===== src/rtl/phase_cal_pkg.sv =====
package phase_cal_pkg;
  typedef enum logic [2:0] {
    S_IDLE,
    S_STEP,
    S_ACK,
    S_SETTLE,
    S_OBS
  } seq_state_t;

  // sweep phase: lag sweep, return from lag, advance sweep, return from advance
  typedef enum logic [1:0] {
    M_LAG,
    M_LAG_RET,
    M_ADV,
    M_ADV_RET
  } sweep_mode_t;
endpackage


===== src/rtl/phase_cal_timer.sv =====
module phase_cal_timer #(
  parameter int CNT_W = 16
) (
  input  logic             clk,
  input  logic             rst_n,
  input  logic             clr,
  input  logic             en,
  input  logic [CNT_W-1:0] limit,
  output logic             expired
);
  logic [CNT_W-1:0] cnt_q;
  logic [CNT_W-1:0] cnt_d;

  always_comb begin
    cnt_d = cnt_q;
    if (clr)     cnt_d = '0;
    else if (en) cnt_d = cnt_q + 1'b1;
  end

  always_ff @(posedge clk or negedge rst_n) begin
    if (!rst_n) cnt_q <= '0;
    else        cnt_q <= cnt_d;
  end

  assign expired = (cnt_q >= limit);
endmodule


===== src/rtl/phase_cal_result.sv =====
module phase_cal_result #(
  parameter int STEP_W = 8
) (
  input  logic              clk,
  input  logic              rst_n,
  input  logic              clr,
  input  logic              wr_lag,
  input  logic              wr_adv,
  input  logic              noedge,
  input  logic [STEP_W-1:0] steps,
  input  logic [STEP_W-1:0] period,
  input  logic [STEP_W-1:0] guard,
  output logic [STEP_W-1:0] hold_slack,
  output logic [STEP_W-1:0] setup_delay,
  output logic [STEP_W-1:0] op_lag,
  output logic              hold_noedge,
  output logic              setup_noedge
);
  logic [STEP_W-1:0] hold_q, setup_q;
  logic              hne_q, sne_q;
  logic [STEP_W-1:0] setup_calc;

  assign setup_calc = (period > steps) ? (period - steps) : '0;

  always_ff @(posedge clk or negedge rst_n) begin
    if (!rst_n) begin
      hold_q  <= '0;
      setup_q <= '0;
      hne_q   <= 1'b0;
      sne_q   <= 1'b0;
    end else if (clr) begin
      hold_q  <= '0;
      setup_q <= '0;
      hne_q   <= 1'b0;
      sne_q   <= 1'b0;
    end else begin
      if (wr_lag) begin
        hold_q <= steps;
        hne_q  <= noedge;
      end
      if (wr_adv) begin
        setup_q <= setup_calc;
        sne_q   <= noedge;
      end
    end
  end

  assign hold_slack   = hold_q;
  assign setup_delay  = setup_q;
  assign hold_noedge  = hne_q;
  assign setup_noedge = sne_q;
  assign op_lag       = (hold_q > guard) ? (hold_q - guard) : '0;
endmodule


===== src/rtl/phase_cal_seq.sv =====
module phase_cal_seq
  import phase_cal_pkg::*;
#(
  parameter int STEP_W = 8,
  parameter int CNT_W  = 16
) (
  input  logic              clk,
  input  logic              rst_n,
  input  logic              start,
  input  logic [CNT_W-1:0]  cfg_window,
  input  logic [CNT_W-1:0]  cfg_settle,
  input  logic [STEP_W-1:0] cfg_max_steps,
  input  logic [STEP_W-1:0] cfg_guard,
  input  logic [STEP_W-1:0] cfg_period,
  input  logic              mismatch,
  input  logic              ph_done,
  output logic              ph_step,
  output logic              ph_dir,
  output logic              busy,
  output logic              done,
  output logic [STEP_W-1:0] hold_slack,
  output logic [STEP_W-1:0] setup_delay,
  output logic [STEP_W-1:0] op_lag,
  output logic              hold_noedge,
  output logic              setup_noedge
);
  localparam logic [STEP_W-1:0] ONE_STEP = STEP_W'(1);

  seq_state_t        st_q, st_d;
  sweep_mode_t       mode_q, mode_d;
  logic [STEP_W-1:0] pos_q, pos_d;
  logic              hit_q, hit_d;
  logic              done_q, done_d;

  logic              tmr_clr, tmr_en, tmr_exp;
  logic [CNT_W-1:0]  win_last, tmr_limit;
  logic              res_clr, wr_lag, wr_adv;
  logic              obs_hit, sweeping;

  assign win_last  = (cfg_window == '0) ? '0 : (cfg_window - 1'b1);
  assign tmr_limit = (st_q == S_SETTLE) ? cfg_settle : win_last;
  assign obs_hit   = hit_q | mismatch;
  assign sweeping  = (mode_q == M_LAG) || (mode_q == M_ADV);

  // next-state process
  always_comb begin
    st_d    = st_q;
    mode_d  = mode_q;
    pos_d   = pos_q;
    hit_d   = hit_q;
    done_d  = done_q;
    tmr_clr = 1'b0;
    tmr_en  = 1'b0;
    res_clr = 1'b0;
    wr_lag  = 1'b0;
    wr_adv  = 1'b0;
    unique case (st_q)
      S_IDLE: begin
        if (start) begin
          res_clr = 1'b1;
          done_d  = 1'b0;
          mode_d  = M_LAG;
          pos_d   = '0;
          st_d    = S_STEP;
        end
      end
      S_STEP: st_d = S_ACK;
      S_ACK: begin
        if (ph_done) begin
          if (sweeping) begin
            pos_d   = pos_q + ONE_STEP;
            tmr_clr = 1'b1;
            st_d    = S_SETTLE;
          end else begin
            pos_d = pos_q - ONE_STEP;
            if (pos_q == ONE_STEP) begin
              if (mode_q == M_LAG_RET) begin
                mode_d = M_ADV;
                st_d   = S_STEP;
              end else begin
                done_d = 1'b1;
                st_d   = S_IDLE;
              end
            end else begin
              st_d = S_STEP;
            end
          end
        end
      end
      S_SETTLE: begin
        if (tmr_exp) begin
          tmr_clr = 1'b1;
          hit_d   = 1'b0;
          st_d    = S_OBS;
        end else begin
          tmr_en = 1'b1;
        end
      end
      S_OBS: begin
        hit_d = obs_hit;
        if (tmr_exp) begin
          st_d = S_STEP;
          if (obs_hit || (pos_q >= cfg_max_steps)) begin
            wr_lag = (mode_q == M_LAG);
            wr_adv = (mode_q == M_ADV);
            mode_d = (mode_q == M_LAG) ? M_LAG_RET : M_ADV_RET;
          end
        end else begin
          tmr_en = 1'b1;
        end
      end
      default: st_d = S_IDLE;
    endcase
  end

  // register process
  always_ff @(posedge clk or negedge rst_n) begin
    if (!rst_n) begin
      st_q   <= S_IDLE;
      mode_q <= M_LAG;
      pos_q  <= '0;
      hit_q  <= 1'b0;
      done_q <= 1'b0;
    end else begin
      st_q   <= st_d;
      mode_q <= mode_d;
      pos_q  <= pos_d;
      hit_q  <= hit_d;
      done_q <= done_d;
    end
  end

  phase_cal_timer #(.CNT_W(CNT_W)) u_timer (
    .clk     (clk),
    .rst_n   (rst_n),
    .clr     (tmr_clr),
    .en      (tmr_en),
    .limit   (tmr_limit),
    .expired (tmr_exp)
  );

  phase_cal_result #(.STEP_W(STEP_W)) u_result (
    .clk          (clk),
    .rst_n        (rst_n),
    .clr          (res_clr),
    .wr_lag       (wr_lag),
    .wr_adv       (wr_adv),
    .noedge       (~obs_hit),
    .steps        (pos_q),
    .period       (cfg_period),
    .guard        (cfg_guard),
    .hold_slack   (hold_slack),
    .setup_delay  (setup_delay),
    .op_lag       (op_lag),
    .hold_noedge  (hold_noedge),
    .setup_noedge (setup_noedge)
  );

  assign ph_step = (st_q == S_STEP);
  assign ph_dir  = (mode_q == M_LAG) || (mode_q == M_ADV_RET);
  assign busy    = (st_q != S_IDLE);
  assign done    = done_q;
endmodule


===== config.mk =====
export PLATFORM = sky130hd
export DESIGN_NAME = phase_cal_seq
export DESIGN_NICKNAME = d
export VERILOG_FILES = /design/src/rtl/phase_cal_pkg.sv /design/src/rtl/phase_cal_timer.sv /design/src/rtl/phase_cal_result.sv /design/src/rtl/phase_cal_seq.sv
export SDC_FILE = /design/constraint.sdc
export NUM_CORES = 1
export LEC_CHECK = 0
export BUFFER_PORTS_ARGS = -buffer_cell sky130_fd_sc_hd__buf_2
export CAP_MARGIN = 10
export CORE_ASPECT_RATIO = 2
export CORE_MARGIN = 8
export CORE_UTILIZATION = 35
export DETAILED_ROUTE_END_ITERATION = 7
export PLACE_DENSITY = 0.61
export SLEW_MARGIN = 0
export SYNTH_ARGS = -nofsm -noshare
export SYNTH_HDL_FRONTEND = slang
export SYNTH_HIERARCHICAL = 1
export SYNTH_SLANG_ARGS = --single-unit

===== constraint.sdc =====
create_clock -name clk -period 4.17 [get_ports clk]
set_input_delay 0.417 -clock clk [delete_from_list [all_inputs] [get_ports clk]]
set_output_delay 0.417 -clock clk [all_outputs]
set_load 0.1 [all_outputs]

==> metrics.txt <==
crit-path max FO=4; CTS tree=done; vias per inst=5.13; Layout Area Growth over Synthesis=25.4%; final setup vio count=0; Synth Register Bits=49; total die area=0.0167 mm2; sequential cell area fraction in the yosys report=27.8%; Slew Limit Fails=0; dpl hpwl=9110 um; Tightest Hold Check Type=in -> async; share of the synthesized area in the top cell type=27.8%; count leader, synth=nor2_1; PortBufs=90; leading area contributor after synthesis=dfrtp_1; Overall Power=0.00247 W; met1 wire length=5170 um; Place WS=-0.329 ns; Top FF cell, synth=dfrtp_1; grt ovf=0; RSZ-0062 raised after global routing=yes; Area contributors post-synth=dfrtp_1, ha_1, nor2_1; CP delay by family, top=simple AND/OR/NAND/NOR gates; nets=762; first-pass GRT wire length=19100 um; GPL Wtd Cong=0.842; Relative slew margins=58.5%; diode count=0; Top Ports=91; MaxCap Viol Count=0; DRT Pass-1 Iters=7; Worst Setup Start Kind=input pin; maximum VDD drop=0.538 mV; Rows=58; Distinct cells, synth=62; CP max stage delay=0.41 ns; layout cell share with drive strength beyond 1=25.2%; cells along the critical path=buf_2 > nor3_1 > nand2_1 > or3_4 > or3_1 > a31oi_1 > inv_1 > ha_1 > nand4_1 > nand3b_1 > or4_1 > o211ai_1 > nand2_1 > o21ai_4 > o21a_4 > nand2_1 > nor4_2 > mux2_1; Setup TNS Final=0 ns; worst setup margin=0.100 ns; Worst Tran Pin Value=0.623 ns; die width=95.3 um; outcome=finished, final reports clean; tightest hold margin=0.225 ns; Final Cycle Share=97.6%; WL/cell=14.2 um; Netlist Area Pre-Place=0.00441 mm2; P per Cell Area=447 mW/mm2; met2 wire length=5580 um; CP bufs+invs=2; Critical Path AT=4.24 ns; worst path required time=4.34 ns; leak pwr=2.73 nW; TritonCTS Buffers=5; DRC marker count from the first detailed-route iteration=166; Core Area=0.0124 mm2; Starting Density=35.5%; Setup CP Type=in -> reg; DRT antenna net count=0; Ys Warns=6; number of global-route vias before repair=4108; largest net degree at the start of global routing=50; Met3 Wirelength=578 um; Hold Vio Cnt, Final=0; CTS H-tree depth=2; Synth top cells by count=nor2_1, inv_1, dfrtp_1, ha_1, nand2_1; CP most frequent cell=nand2_1; number of flops mapped to enable cells by yosys=0; max layer used=met4; Clock Latency Late Sink=0.29 ns; GR Util All Layers=13.7%; Period minus WS final=4.07 ns; Placed Area=0.00527 mm2; clk root buf=clkbuf_16; Syn Inst Count=528; # clock sinks=49; Mapped Nets=640; WL final=11400 um; Layout fillers=1243; endpoint type of the worst setup path=flip-flop; initial antenna violation count=0; DIE HEIGHT=175 um; Max Root-Sink Buffers=2; Async SR Flop Fraction=100%; DRC violations left=0; highest clock rate=246 MHz; Setup Skew=0.00917 ns; slowest cell on the critical path=or4_1; Reg clk slew, reported paths=0.07 ns; syn avg cell area=8.34 um2; Final Cell Area=0.00552 mm2; via count=4108
[area by class of cell]
cell class              count  area (um2)  area share [%]
multi-input cells         410        3000            54.3
flip-flops and latches     49        1230            22.2
repair buffers            128         764            13.8
inverters                  56         210            3.81
well taps                 150         188            3.40
clock buffers               8         136            2.47
[state kept, by name (all words and copies together), names as in the netlist]
name                   cells
u_result/hold_slack        8
u_timer/cnt_q             16
u_result/setup_delay       8
hit_q                      1
u_result/setup_noedge      1
done                       1
u_result/hold_noedge       1
pos_q                      8
st_q                       3
mode_q                     2
[power breakdown]
| group | switching (W) | leakage, nW | internal [W] | total (W) |
|---|---|---|---|---|
| clock | 0.000167 | 0.0652 | 0.000224 | 0.000391 |
| sequential | 0.000128 | 0.663 | 0.000548 | 0.000675 |
| combinational | 0.000886 | 2.01 | 0.000519 | 0.00140 |
| total | 0.00118 | 2.73 | 0.00129 | 0.00247 |
[cells in the final DEF (no fill, tap or decap), types with 16 or more instances in the layout]
cell,count
xnor2_1,19
nor2_1,65
a21oi_1,29
buf_2,88
o21ai_0,28
dfrtp_1,49
nand4_1,18
xor2_1,16
inv_1,56
ha_1,49
buf_4,36
nand2_1,37
[metal layers]
layer / vias up / global-route usage [%]
met5: - / 0
met4: 0 / 2.56
met3: 6 / 2.32
met2: 86 / 23.1
met1: 1903 / 17.6
li1: 2113 / -
[final timing paths]
| path | from | slack (ns) | cells after the start | to |
|---|---|---|---|---|
| max | cfg_window[4] | 0.10 | 18 | u_timer/cnt_q[15] |
| min | rst_n | 0.23 | 2 | u_timer/cnt_q[12] |
| max reg2reg | st_q[2] | 0.44 | 17 | u_timer/cnt_q[15] |
| min reg2reg | u_result/setup_delay[6] | 0.50 | 1 | u_result/setup_delay[6] |
| max in group asynchronous | rst_n | 3.52 | 2 | u_result/setup_delay[1] |
| min in group clk | mismatch | 0.40 | 2 | hit_q |
[stage by stage]
stage,utilization (%),cells
floorplan,-,528
global placement,42.5,790
detailed placement,42.5,790
CTS,43.6,798
global route,44.5,801
finish,44.5,801
[timing repair]
item,CTS,global route
pin swaps,0,5
endpoints found under the setup margin,1,29
buffers inserted,0,4
gates cloned,0,0
gates resized for setup,1,18
hold buffers,0,0
endpoints found under the hold margin,0,0
[logic make-up after synthesis]
logic type | after synthesis | share of synthesized area (%)
buffers and inverters | 69 | 6.11
AOI/OAI and AO/OA | 105 | 15.7
DFF | 49 | 27.8
and+or+nand+nor | 203 | 24.9
muxes | 16 | 3.69
xor gates and xnor gates | 35 | 6.96
adders and majority gates | 51 | 14.8
[worst register-to-register path: stages, from the launching register on]
cell      delay [ns]
dfrtp_1         0.42
inv_1           0.07
and3_1          0.22
a21o_1          0.17
buf_4           0.16
o21ai_0         0.21
inv_1           0.09
ha_1            0.28
nand4_1         0.12
nand3b_1        0.18
or4_1           0.41
o211ai_1        0.18
nand2_1         0.17
o21ai_4         0.12
o21a_4          0.18
nand2_1         0.07
nor4_2          0.22
mux2_1          0.34
Note: power is estimated with default switching activity, not from simulation.
